<file path="src/rtl/fdx_pkg.sv">
package fdx_pkg;

    typedef enum logic [1:0] {
        OP_DIV       = 2'b00,
        OP_RECIP_EST = 2'b01,
        OP_RSQRT_EST = 2'b10,
        OP_NONE      = 2'b11
    } fdx_op_e;

    // Class of one operand; exactly one of zero/finite_nz/inf/qnan/snan is set.
    typedef struct packed {
        logic neg;
        logic zero;
        logic finite_nz;
        logic inf;
        logic qnan;
        logic snan;
    } fdx_class_t;

    // Events raised by a single operation.
    typedef struct packed {
        logic snan;
        logic zdz;
        logic idi;
        logic sqrt;
        logic zx;
        logic invalid;
    } fdx_event_t;

    // Registered state of the unit.
    typedef struct packed {
        logic fx;
        logic vx;
        logic vx_snan;
        logic vx_zdz;
        logic vx_idi;
        logic vx_sqrt;
        logic zx;
        logic fr;
        logic fi;
        logic dest_we;
        logic fprf_we;
    } fdx_state_t;

endpackage

</file>
<file path="src/rtl/fdx_classify.sv">
module fdx_classify
    import fdx_pkg::*;
#(
    parameter int EXP_W  = 11,
    parameter int FRAC_W = 52
) (
    input  logic [EXP_W+FRAC_W:0] operand,
    output fdx_class_t            cls
);
    localparam int SIGN_BIT  = EXP_W + FRAC_W;
    localparam int QUIET_BIT = FRAC_W - 1;

    logic [EXP_W-1:0]  exp_f;
    logic [FRAC_W-1:0] frac_f;
    logic              exp_max;
    logic              exp_min;
    logic              frac_nz;

    assign exp_f   = operand[SIGN_BIT-1:FRAC_W];
    assign frac_f  = operand[FRAC_W-1:0];
    assign exp_max = &exp_f;
    assign exp_min = ~|exp_f;
    assign frac_nz = |frac_f;

    always_comb begin
        cls           = '0;
        cls.neg       = operand[SIGN_BIT];
        cls.zero      = exp_min && !frac_nz;
        cls.inf       = exp_max && !frac_nz;
        cls.qnan      = exp_max && frac_nz && frac_f[QUIET_BIT];
        cls.snan      = exp_max && frac_nz && !frac_f[QUIET_BIT];
        cls.finite_nz = !exp_max && !(exp_min && !frac_nz);
    end

endmodule

</file>
<file path="src/rtl/fdx_event_decode.sv">
module fdx_event_decode
    import fdx_pkg::*;
(
    input  fdx_op_e    kind,
    input  fdx_class_t cls_a,
    input  fdx_class_t cls_b,
    output fdx_event_t ev
);
    logic a_nan;
    logic b_nan;
    logic unused_dividend_sign;

    assign a_nan                = cls_a.qnan | cls_a.snan;
    assign b_nan                = cls_b.qnan | cls_b.snan;
    assign unused_dividend_sign = cls_a.neg;

    always_comb begin
        ev = '0;
        unique case (kind)
            OP_DIV: begin
                ev.snan = cls_a.snan | cls_b.snan;
                if (!(a_nan || b_nan)) begin
                    ev.zdz = cls_a.zero & cls_b.zero;
                    ev.idi = cls_a.inf & cls_b.inf;
                    ev.zx  = cls_a.finite_nz & cls_b.zero;
                end
            end
            OP_RECIP_EST: begin
                ev.snan = cls_b.snan;
                ev.zx   = cls_b.zero;
            end
            OP_RSQRT_EST: begin
                ev.snan = cls_b.snan;
                ev.zx   = cls_b.zero;
                ev.sqrt = cls_b.neg & (cls_b.finite_nz | cls_b.inf);
            end
            default: ev = '0;
        endcase
        ev.invalid = ev.snan | ev.zdz | ev.idi | ev.sqrt;
    end

endmodule

</file>
<file path="src/rtl/fdx_flag_unit.sv">
module fdx_flag_unit
    import fdx_pkg::*;
#(
    parameter int EXP_W  = 11,
    parameter int FRAC_W = 52
) (
    input  logic                   clk,
    input  logic                   rst_n,
    input  logic                   op_valid,
    input  logic [1:0]             op_kind,
    input  logic [EXP_W+FRAC_W:0]  dividend,
    input  logic [EXP_W+FRAC_W:0]  divisor,
    input  logic                   ve_en,
    input  logic                   ze_en,
    input  logic                   rnd_fr,
    input  logic                   rnd_fi,
    output logic                   fx,
    output logic                   vx,
    output logic                   vx_snan,
    output logic                   vx_zdz,
    output logic                   vx_idi,
    output logic                   vx_sqrt,
    output logic                   zx,
    output logic                   fr,
    output logic                   fi,
    output logic                   dest_we,
    output logic                   fprf_we
);
    localparam int OPW    = EXP_W + FRAC_W + 1;
    localparam int N_OPND = 2;

    fdx_op_e    kind;
    logic       accept;
    fdx_class_t cls [N_OPND];
    logic [OPW-1:0] opnd [N_OPND];
    fdx_event_t ev;
    fdx_state_t st_d;
    fdx_state_t st_q;
    logic       first_set;
    logic       trapped;

    assign kind    = fdx_op_e'(op_kind);
    assign accept  = op_valid && (kind != OP_NONE);
    assign opnd[0] = dividend;
    assign opnd[1] = divisor;

    for (genvar g = 0; g < N_OPND; g++) begin : g_cls
        fdx_classify #(
            .EXP_W  (EXP_W),
            .FRAC_W (FRAC_W)
        ) u_cls (
            .operand (opnd[g]),
            .cls     (cls[g])
        );
    end

    fdx_event_decode u_dec (
        .kind  (kind),
        .cls_a (cls[0]),
        .cls_b (cls[1]),
        .ev    (ev)
    );

    always_comb begin
        st_d         = st_q;
        st_d.dest_we = 1'b0;
        st_d.fprf_we = 1'b0;
        first_set    = (ev.snan & ~st_q.vx_snan) | (ev.zdz & ~st_q.vx_zdz)
                     | (ev.idi & ~st_q.vx_idi) | (ev.sqrt & ~st_q.vx_sqrt)
                     | (ev.zx & ~st_q.zx);
        trapped      = (ve_en & ev.invalid) | (ze_en & ev.zx);
        if (accept) begin
            st_d.vx_snan = st_q.vx_snan | ev.snan;
            st_d.vx_zdz  = st_q.vx_zdz | ev.zdz;
            st_d.vx_idi  = st_q.vx_idi | ev.idi;
            st_d.vx_sqrt = st_q.vx_sqrt | ev.sqrt;
            st_d.zx      = st_q.zx | ev.zx;
            st_d.vx      = st_q.vx | ev.invalid;
            st_d.fx      = st_q.fx | first_set;
            if (ev.zx || ev.invalid) begin
                st_d.fr = 1'b0;
                st_d.fi = 1'b0;
            end else begin
                st_d.fr = rnd_fr;
                st_d.fi = rnd_fi;
            end
            st_d.dest_we = !trapped;
            st_d.fprf_we = !trapped;
        end
    end

    always_ff @(posedge clk) begin
        if (!rst_n) begin
            st_q <= '0;
        end else begin
            st_q <= st_d;
        end
    end

    assign fx      = st_q.fx;
    assign vx      = st_q.vx;
    assign vx_snan = st_q.vx_snan;
    assign vx_zdz  = st_q.vx_zdz;
    assign vx_idi  = st_q.vx_idi;
    assign vx_sqrt = st_q.vx_sqrt;
    assign zx      = st_q.zx;
    assign fr      = st_q.fr;
    assign fi      = st_q.fi;
    assign dest_we = st_q.dest_we;
    assign fprf_we = st_q.fprf_we;

endmodule

</file>
<file path="config.mk">
export PLATFORM = sky130hd
export DESIGN_NAME = fdx_flag_unit
export DESIGN_NICKNAME = d
export VERILOG_FILES = /design/src/rtl/fdx_pkg.sv /design/src/rtl/fdx_classify.sv /design/src/rtl/fdx_event_decode.sv /design/src/rtl/fdx_flag_unit.sv
export SDC_FILE = /design/constraint.sdc
export NUM_CORES = 1
export LEC_CHECK = 0
export ABC_AREA = 1
export BUFFER_PORTS_ARGS = -buffer_cell sky130_fd_sc_hd__buf_2
export CAP_MARGIN = 10
export CELL_PAD_IN_SITES_DETAIL_PLACEMENT = 1
export CELL_PAD_IN_SITES_GLOBAL_PLACEMENT = 2
export CORE_MARGIN = 2
export CORE_UTILIZATION = 13
export DETAILED_ROUTE_END_ITERATION = 8
export PLACE_DENSITY = 0.88
export SLEW_MARGIN = 0
export SYNTH_ARGS = -nofsm -noshare
export SYNTH_HDL_FRONTEND = slang
export SYNTH_SLANG_ARGS = --single-unit
</file>
<file path="constraint.sdc">
create_clock -name clk -period 3.6 [get_ports clk]
set_clock_uncertainty 0.2 [all_clocks]
set_input_delay 0.18 -clock clk [delete_from_list [all_inputs] [get_ports clk]]
set_output_delay 0.18 -clock clk [all_outputs]
set_load 0.01 [all_outputs]
</file>
======== After elaboration in Yosys (flattened, before gate mapping) ========
Index checks and enable logic that the tools add are counted.
storage, ports and cells
  register bits after elaboration ......... 10
  input bits .............................. 137
  output and inout bits ................... 11
  logic and storage cells ................. 90
operators by class
  eq/ne operators ......................... 3
  mux-type cells .......................... 7
  bitwise logic cells ..................... 35
  reduce and logical (&&, ||, !) cells .... 35
operators with widths
  operator              number
  $reduce_or A52 Y1     2
  $reduce_and A11 Y1    2
  $reduce_or A11 Y1     2
  $or A1 B1 Y1          19
  $logic_and A1 B1 Y1   13
  $and A1 B1 Y1         11
  $logic_not A1 Y1      11
  $mux W2               3
  $not A1 Y1            5
  $pmux W1 S2           2
  $eq A2 B1 Y1 const B  1
  $eq A2 B2 Y1 const B  1
  $logic_not A2 Y1      1
  $logic_or A1 B1 Y1    2
  $mux W1               2
  $ne A2 B2 Y1 const B  1
  $reduce_and A2 Y1     1
  $reduce_or A2 Y1      1

======== Logic depth before layout (Yosys ltp) ========
Gate-level depths: netlist of the first run.
  word-level depth ........................ 13
  depth in mapped cells ................... 14
  mapped depth without buffers ............ 14

======== By module ========
Synthesis of the first run repeated with hierarchy kept, for this count alone.
unflattened totals
  cells, all modules ...................... 227
  area total of the unflattened synthesis .. 1,173.6 µm²
modules (own cells, without submodules)
  module            instances  cells an instance  area each (µm²)  sequential area each (µm²)
  fdx_classify      2          73                 306.5            0.0
  fdx_flag_unit     1          51                 391.6            200.2
  fdx_event_decode  1          30                 168.9            0.0

======== Worst setup path after synthesis of the first run ========
OpenSTA, ideal clock, no wires.
  path type ............................... input port to flip-flop
  start ................................... input divisor[56]
  end ..................................... register st_q, in the netlist fi
  library setup time ...................... 0.121 ns
  data arrival time ....................... 1.194 ns
  data required time ...................... 3.279 ns
  setup slack ............................. 2.085 ns
  stages on the path ...................... 9
  path buffers ............................ 0
  path through ............................ or3_1 nor2_2 nand3_2 clkinv_1 nand3_1 nand3_4 nor2_4 nand3_1 a21oi_1
on the way
  word-level cells in the longest chain between the ends .. 12
  elaborated cells between the ends (all ways) .. 30
  those cells by class .................... mux: 7; bitwise: 10; reduce/logical: 13
RTL lines
  element                                 RTL line                                source
  from (decl)                             fdx_flag_unit.sv:12                     input logic [EXP_W+FRAC_W:0] divisor,
  $reduce_and A11 Y1                      fdx_classify.sv:21                      assign exp_max = &exp_f;
  $logic_and A1 B1 Y1                     fdx_classify.sv:30, fdx_classify.sv:31
  $logic_and A1 B1 Y1 (on tied branches)  fdx_classify.sv:30, fdx_classify.sv:31
  $or A1 B1 Y1                            fdx_event_decode.sv:14                  assign b_nan = cls_b.qnan | cls_b.snan;
  $logic_or A1 B1 Y1                      fdx_event_decode.sv:22                  if (!(a_nan || b_nan)) begin
  $mux W2                                 fdx_event_decode.sv:22
  $mux W2                                 fdx_event_decode.sv:19                  unique case (kind)
  $or A1 B1 Y1 (3 in series)              fdx_event_decode.sv:39                  ev.invalid = ev.snan | ev.zdz | ev.idi | ev.sqrt;
  $logic_or A1 B1 Y1 (*)                  fdx_flag_unit.sv:80                     if (ev.zx || ev.invalid) begin
  $mux W2 (*)                             fdx_flag_unit.sv:80
  to (signal assigned)                    fdx_flag_unit.sv:96                     st_q <= st_d;
  to (decl)                               fdx_flag_unit.sv:38                     fdx_state_t st_q;
Every way passes the cells marked *; elsewhere a longest branch is shown, timed or not.
A chain may end at the register's enable or synchronous reset.

======== Worst setup path in the final report of the first run ========
  start ................................... input dividend[23]
  end ..................................... register st_q, in the netlist fr
on the way
  word-level cells in the longest chain between the ends .. 12
  elaborated cells between the ends (all ways) .. 25
  those cells by class .................... mux: 6; bitwise: 8; reduce/logical: 11
RTL lines
  element                                 RTL line                                source
  from (decl)                             fdx_flag_unit.sv:11                     input logic [EXP_W+FRAC_W:0] dividend,
  $reduce_or A52 Y1 (*)                   fdx_classify.sv:23                      assign frac_nz = |frac_f;
  $logic_and A1 B1 Y1                     fdx_classify.sv:30, fdx_classify.sv:31
  $logic_and A1 B1 Y1 (on tied branches)  fdx_classify.sv:30, fdx_classify.sv:31
  $or A1 B1 Y1                            fdx_event_decode.sv:13                  assign a_nan = cls_a.qnan | cls_a.snan;
  $logic_or A1 B1 Y1                      fdx_event_decode.sv:22
  $mux W2                                 fdx_event_decode.sv:22
  $mux W2                                 fdx_event_decode.sv:19
  $or A1 B1 Y1 (3 in series)              fdx_event_decode.sv:39
  $logic_or A1 B1 Y1 (*)                  fdx_flag_unit.sv:80
  $mux W2 (*)                             fdx_flag_unit.sv:80
Marked as above.

==> key figures, run 1 <==
Status
  – Status: complete, no violations

Power and ir drop
  – Gate power share: 0.359
  – Seq pwr share: 0.321
  – Total Power: 0.359 mW
  – Power Dens Cells: roughly 170 nW/um^2
  – LEAKAGE: about 1.1 nW
  – Sw Ratio: 0.278
  – Worst vdd ir: 0.000102 V
  – P_sw: 0.0998 mW
  – Clk pwr share: 0.319
  – Internal power: between 0.2 and 0.3 mW

Global route
  – Total gr overflow: 0
  – All-Layer GR Usage: 0.0982
  – First-pass GRT wire length: slightly above 8000 um
  – Largest net degree at the start of global routing: 8
  – Vias in the first global route: around 2,000
  – Initial antenna violation count: 0

STA
  – Tcrit/Tclk final: 0.435
  – Final setup viols: 0
  – Final-report max-slew violation count: 0
  – Maximum clock rate: roughly 0.64 GHz
  – Crit path time final: 1570 ps
  – Slew HR: 0.817
  – Least-Margin Pin Slew: 272 ps
  – Final Hold Fails: 0
  – Final TNS setup: 0 ps
  – RSZ-0062 raised after global routing: false

Clock network
  – Resized Gates After CTS: 0
  – CTS sink cnt: 10
  – Worst-path clk slew: 50 ps
  – Total number of H-tree levels: 1
  – Worst skew pair latency: between 200 and 250 ps
  – CTS Root Buffer Type: clkbuf_8
  – CTS tree: done
  – Total CTS buffers: 3
  – Longest Clk Path Bufs: 2
  – Setup Fix Bufs, Post-CTS: 0
  – Hold buffer count at CTS: 0

Hold path
  – Hold WC Path Type: in -> reg

Finish
  – Area Overhead vs Synth: 75.8%
  – N_diodes: 0
  – Area used by multi-input combinational logic: about 900 um^2
  – FF+latch area: about 200 um^2
  – Ratio of cells with drive above 1 in the final layout: 0.444
  – Final non-filler cell total: 480
  – Filler cell count: roughly 1,200
  – Nets: 514

Logic synthesis
  – XOR/XNOR Fraction of Synth Area: 0
  – Area fraction in compound gates after synthesis: 0.0496
  – Synth area leaders: nor2_1 (28%), dfxtp_1 (17%), nand2_1 (16%)
  – Synth Area in Adders: 0.0316
  – Syn nets: about 360
  – Post-synth EDFFs: 0
  – Yosys warns: 0
  – Synthesized instance count: around 220
  – Yosys reg bits: 10
  – Post-Syn Area: roughly 1200 um^2
  – Synth area leader: nor2_1
  – Multiplexer share of the synthesized area: 0
  – Top_reg_cell synth: dfxtp_1
  – Post-synth ARST share: 0
  – Post-synth top area share: 0.275
  – Main combinational cell family by area after synthesis: simple AND/OR/NAND/NOR gates
  – Simple-gate share of the synthesized area: 0.680
  – Yosys cell types: 27
  – Synth Area per Inst: around 5.3 um^2
  – Sequential share of the synthesized area: 0.169

Die
  – Die ar.: between 9000 and 10,000 um^2
  – IO Pins: 148
  – Placeable Area: 8810 um^2
  – Initial Utilization: 0.135
  – Core Rows: 34
  – Chip width: about 100 um
  – Die height: roughly 100 um

Setup path
  – Worst EP required: roughly 3600 ps
  – Most used cell along the critical path: nand2_1
  – Slowest-stage cell, CP: nor2_1
  – Critical path arrival: ~1500 ps
  – Crit Path Category: in -> reg
  – Startpoint Class: input port
  – Critical path, cell by cell: buf_2, nor2_1, nand2_1, nor2_1, nand2_1, nor2_1, nand2_1, nand3_1, nand2_1, nand2_2, inv_2, nor2_4, nand3_1, a21oi_1
  – Max stage delay on crit path: roughly 180 ps
  – Crit-path max FO: 3
  – CP Capture Type: flip-flop

Routing
  – DRT Pass-1 Iters: 4
  – Routed wire per std cell: approximately 10 um
  – # DRC: 0
  – Total length of routed wires: 4890 um
  – Drt via density: roughly 4.0
  – Final ANT Viol Nets: 0
  – Vias: 1,902
  – Drt initial violations: 36

Placement
  – Placed Cells incl. Taps: about 480
  – Input/output buffers: about 150
  – Final GP Congestion: ~0.77
  – Dpl hpwl: around 4500 um

Job
  – MaxCap Viol Count: 0
[sequential cells by signal (all words and copies together), names as in the netlist]
name     count
fi           1
fprf_we      1
fr           1
fx           1
vx           1
vx_idi       1
vx_snan      1
vx_sqrt      1
vx_zdz       1
zx           1
[synth_stat cells, types with 2 or more instances]
| master | count |
|---|---|
| o22ai_1 | 3 |
| nand3_2 | 2 |
| nand4_1 | 9 |
| nand3_1 | 11 |
| nor2_2 | 3 |
| o21ai_1 | 2 |
| a21oi_1 | 3 |
| or3_1 | 2 |
| ha_1 | 3 |
| inv_1 | 18 |
| dfxtp_1 | 10 |
| nor2_4 | 3 |
| nand2_2 | 4 |
| nand2_1 | 52 |
| nor2_1 | 87 |
[cells by family after synthesis]
| kind of cell | Yosys count |
|---|---|
| compound gates | 10 |
| simple gates | 180 |
| flops | 10 |
| buf+inv | 21 |
| fa+ha+maj | 3 |
[per-stage QoR]
step           cell area (um^2)  hold slack, ps  utilization  setup slack [ps]
2_1_floorplan              1190            90.2            -              2090
3_3_place_gp               2040             231        0.232              1770
3_5_place_dp               2040             238        0.232              1730
4_1_cts                    2090            20.1        0.237              1960
5_1_grt                    2090            34.8        0.237              1760
6_report                   2090            10.7        0.237              2030
[critical path: cells and delay by family]
kind | cells | cell delay (ps)
and+or+nand+nor | 11 | 1070
buffers and inverters | 2 | 140
AOI/OAI and AO/OA | 1 | 130
[metal layers]
layer  track usage  share of wire
met2         0.208           0.51
met3        0.0162           0.10
met4        0.0158         0.0022
met5             0              0
met1        0.0994           0.38
[cell usage in the layout (no fill, tap or decap), types with 3 or more instances in the layout]
| cell | count |
|---|---|
| clkbuf_8 | 3 |
| nand2_1 | 52 |
| inv_1 | 18 |
| nor2_2 | 3 |
| nand2_2 | 4 |
| ha_1 | 3 |
| nor2_1 | 87 |
| nand3_1 | 11 |
| o22ai_1 | 3 |
| a21oi_1 | 3 |
| nand4_1 | 9 |
| nor2_4 | 3 |
| buf_2 | 146 |
| dfxtp_1 | 10 |
[area by class of cell]
cell class                 count  share of cell area
tap                          108              0.0648
multi-input combinational    193               0.433
timing repair buffer         146               0.350
sequential                    10              0.0960
clock buffer                   3              0.0198
inverter                      20              0.0360
[power by group through the flow]
stage / clock network, mW / logic, mW / registers, mW
global route: 0.124 / 0.148 / 0.115
global placement: 0 / 0.126 / 0.117
finish: 0.114 / 0.129 / 0.115
floorplan: 0 / 0.0398 / 0.119
detailed placement: 0 / 0.131 / 0.117
CTS: 0.115 / 0.131 / 0.115
[path summary, 6_finish.rpt]
kind / from / slack, ps / cells after the start / to
worst min register to register: fx$_SDFFE_PN0P_ / 240 / 2 / fx$_SDFFE_PN0P_
worst min-delay path: rst_n / 10 / 3 / fx$_SDFFE_PN0P_
worst max-delay path: dividend[23] / 2030 / 14 / fr$_SDFFE_PN0P_
worst max register to register: vx_sqrt$_SDFFE_PN0P_ / 2440 / 7 / fx$_SDFFE_PN0P_
Power figures use the tool's default switching activity.
==> run 2: changes to the inputs <==
--- a/config.mk
+++ b/config.mk
@@ -11,9 +11,9 @@
 export CELL_PAD_IN_SITES_DETAIL_PLACEMENT = 1
 export CELL_PAD_IN_SITES_GLOBAL_PLACEMENT = 2
 export CORE_MARGIN = 2
-export CORE_UTILIZATION = 13
+export CORE_UTILIZATION = 12
 export DETAILED_ROUTE_END_ITERATION = 8
-export PLACE_DENSITY = 0.88
+export PLACE_DENSITY = 0.82
 export SLEW_MARGIN = 0
 export SYNTH_ARGS = -nofsm -noshare
 export SYNTH_HDL_FRONTEND = slang
==> constraint.sdc (replaced) <==
create_clock -name clk -period 1.59 [get_ports clk]
set_clock_uncertainty 0.2 [all_clocks]
set_input_delay 0.0795 -clock clk [delete_from_list [all_inputs] [get_ports clk]]
set_output_delay 0.0795 -clock clk [all_outputs]
set_load 0.01 [all_outputs]
==> key figures, run 2 (synthesized netlist as in run 1, its figures left out) <==
Routing
  – Metal1 wirelength: 2000 um (was 1870 um)
  – Drt via density: 3.85 (was 3.96)
  – Drt initial violations: 24 (was 36)
  – Met2 Wirelength: 2630 um (was 2520 um)
  – Vias: 1,986 (was 1,902)
  – Final ANT Viol Nets: 0 (unchanged)
  – Met3 WL post-DR: 655 um (was 495 um)
  – DRT Pass-1 Iters: 2 (was 4)
  – Routed wire per std cell: 10.3 um (was 10.2 um)
  – # DRC: 0 (unchanged)
  – Highest Signal Layer: met4 (unchanged)
  – Total length of routed wires: 5300 um (was 4890 um)

Clock network
  – Worst-path clk slew: 40 ps (was 50 ps)
  – CTS Root Buffer Type: clkbuf_8 (unchanged)
  – Total number of H-tree levels: 1 (unchanged)
  – Longest Clk Path Bufs: 2 (unchanged)
  – Total CTS buffers: 3 (unchanged)
  – CTS tree: done (unchanged)
  – Setup Fix Bufs, Post-CTS: 0 (unchanged)
  – CTS sink cnt: 10 (unchanged)
  – Worst skew pair latency: 240 ps (was 230 ps)

Power and ir drop
  – Total Power: 0.837 mW (was 0.359 mW)
  – Gate power share: 0.374 (was 0.359)
  – Clk pwr share: 0.314 (was 0.319)
  – Internal power: 0.601 mW (was 0.259 mW)
  – Worst vdd ir: 0.000190 V (was 0.000102 V)
  – Sw Ratio: 0.282 (was 0.278)
  – P_sw: 0.236 mW (was 0.0998 mW)
  – LEAKAGE: 1.14 nW (was 1.09 nW)
  – Power Dens Cells: 371 nW/um^2 (was 172 nW/um^2)
  – Seq pwr share: 0.312 (was 0.321)

Die
  – Core Rows: 36 (was 34)
  – Die height: 103 um (was 99.5 um)
  – Chip width: 103 um (was 99.5 um)
  – Die ar.: 10,700 um^2 (was 9900 um^2)
  – Initial Utilization: 0.122 (was 0.135)
  – Placeable Area: 9680 um^2 (was 8810 um^2)
  – IO Pins: 148 (unchanged)

Global route
  – First-pass GRT wire length: 8130 um (was 8140 um)
  – Vias in the first global route: 2,043 (was 2,026)
  – Total gr overflow: 0 (unchanged)
  – All-Layer GR Usage: 0.0941 (was 0.0982)
  – Initial antenna violation count: 0 (unchanged)
  – Largest net degree at the start of global routing: 8 (unchanged)

Finish
  – Final non-filler cell total: 516 (was 480)
  – Nets: 525 (was 514)
  – Ratio of cells with drive above 1 in the final layout: 0.486 (was 0.444)
  – Finished Core Util: 0.233 (was 0.237)
  – Most frequent cells in the layout: buf_2 (146), nor2_1 (80), nand2_1 (49) (was buf_2 (146), nor2_1 (87), nand2_1 (52))
  – Area Overhead vs Synth: 90.2% (was 75.8%)
  – Most common cell after layout, fill and taps aside: buf_2 (unchanged)
  – N_diodes: 0 (unchanged)
  – Design Area, Final: 2260 um^2 (was 2090 um^2)

STA
  – Least-Margin Pin Slew: 232 ps (was 272 ps)
  – Final TNS setup: 0 ps (unchanged)
  – PnR worst setup slack: 159 ps (was 2030 ps)
  – Crit path time final: approximately 1400 ps
  – Final-report max-slew violation count: 0 (unchanged)
  – Final setup viols: 0 (unchanged)
  – Maximum clock rate: 0.699 GHz
  – RSZ-0062 raised after global routing: false (unchanged)
  – Final hold slack: -2.68 ps (was 10.7 ps)
  – Final Hold Fails: 1 (was 0)
  – Slew HR: 0.844 (was 0.817)
  – Tcrit/Tclk final: 0.900

Setup path
  – Max stage delay on crit path: 140 ps (was 180 ps)
  – Slowest-stage cell, CP: nor2_4 (was nor2_1)
  – Crit Path Category: in -> reg (unchanged)
  – Crit-path max FO: 4 (was 3)
  – Startpoint Class: input port (unchanged)
  – Critical path, cell by cell: buf_2, nor2_1, nand2_1, nor2_2, nand2_1, nor2_4, nand3_2, clkinv_1, nand4_2, nand2_2, nand2_1, nand3_1, a21oi_1 (was buf_2, nor2_1, nand2_1, nor2_1, nand2_1, nor2_1, nand2_1, nand3_1, nand2_1, nand2_2, inv_2, nor2_4, nand3_1, a21oi_1)
  – Worst reg-to-reg setup slack: 400 ps (was 2440 ps)
  – Critical path arrival: 1340 ps (was 1530 ps)
  – Worst EP required: 1500 ps (was 3560 ps)
  – CP Capture Type: flip-flop (unchanged)
  – Top cell family by delay on the critical path: simple AND/OR/NAND/NOR gates (unchanged)
  – Most used cell along the critical path: nand2_1 (unchanged)
  – Worst path bufs/invs: 2 (unchanged)

Status
  – Status: complete, but fails checks (was complete, no violations)
  – Failing checks: negative hold slack

Placement
  – Placed inst area: 2130 um^2 (was 2040 um^2)
  – Final GP Congestion: 0.730 (was 0.767)
  – Dpl hpwl: 4880 um (was 4530 um)
  – Pre-CTS setup slack: -143 ps (was 1730 ps)
  – Input/output buffers: 146 (unchanged)
  – Placed Cells incl. Taps: 509 (was 477)

Job
  – MaxCap Viol Count: 0 (unchanged)

Hold path
  – Hold WC Path Type: in -> reg (unchanged)
run 2: path summary, 6_finish.rpt:
kind / from / to / depth (start not counted)
max: divisor[13] / fi$_SDFFE_PN0P_ / 13
max reg2reg: vx_sqrt$_SDFFE_PN0P_ / fx$_SDFFE_PN0P_ / 7
min: rnd_fr / fr$_SDFFE_PN0P_ / 5
min reg2reg: fx$_SDFFE_PN0P_ / fx$_SDFFE_PN0P_ / 2
run 2: metal layers:
layer / global-route usage / vias up
li1: - / 1028
met1: 0.0900 / 843
met2: 0.202 / 113
met3: 0.0215 / 2
met4: 0.0121 / 0
met5: 0 / -
run 2: what timing repair did:
action	4_1_cts	5_1_grt
hold endpoints to repair	5	0
hold buffers	4	0
gates resized for setup	0	14
endpoints found under the setup margin	0	5
run 2: worst reg2reg max path, stage by stage (launching register included):
cell and delay, ps:
dfxtp_1 340, inv_1 60, nand4_1 110, nand3_1 100
nor2_1 90, nand2_1 60, nand2_1 70, nand2_1 50
run 2: cell type report:
class | instances | area [um^2]
clock buffer | 3 | 41.3
multi-input combinational | 193 | 950
inverter | 20 | 75.1
tap | 133 | 166
fill | 1296 | 7430
timing repair buffer | 157 | 823
sequential | 10 | 200
run 2: power by group through the flow:
stage          combinational, mW  sequential, mW  clock, mW
3_5_place_dp               0.306           0.266          0
2_1_floorplan             0.0902           0.269          0
3_3_place_gp               0.297           0.266          0
5_1_grt                    0.356           0.262      0.278
4_1_cts                    0.315           0.262      0.266
6_report                   0.313           0.261      0.263
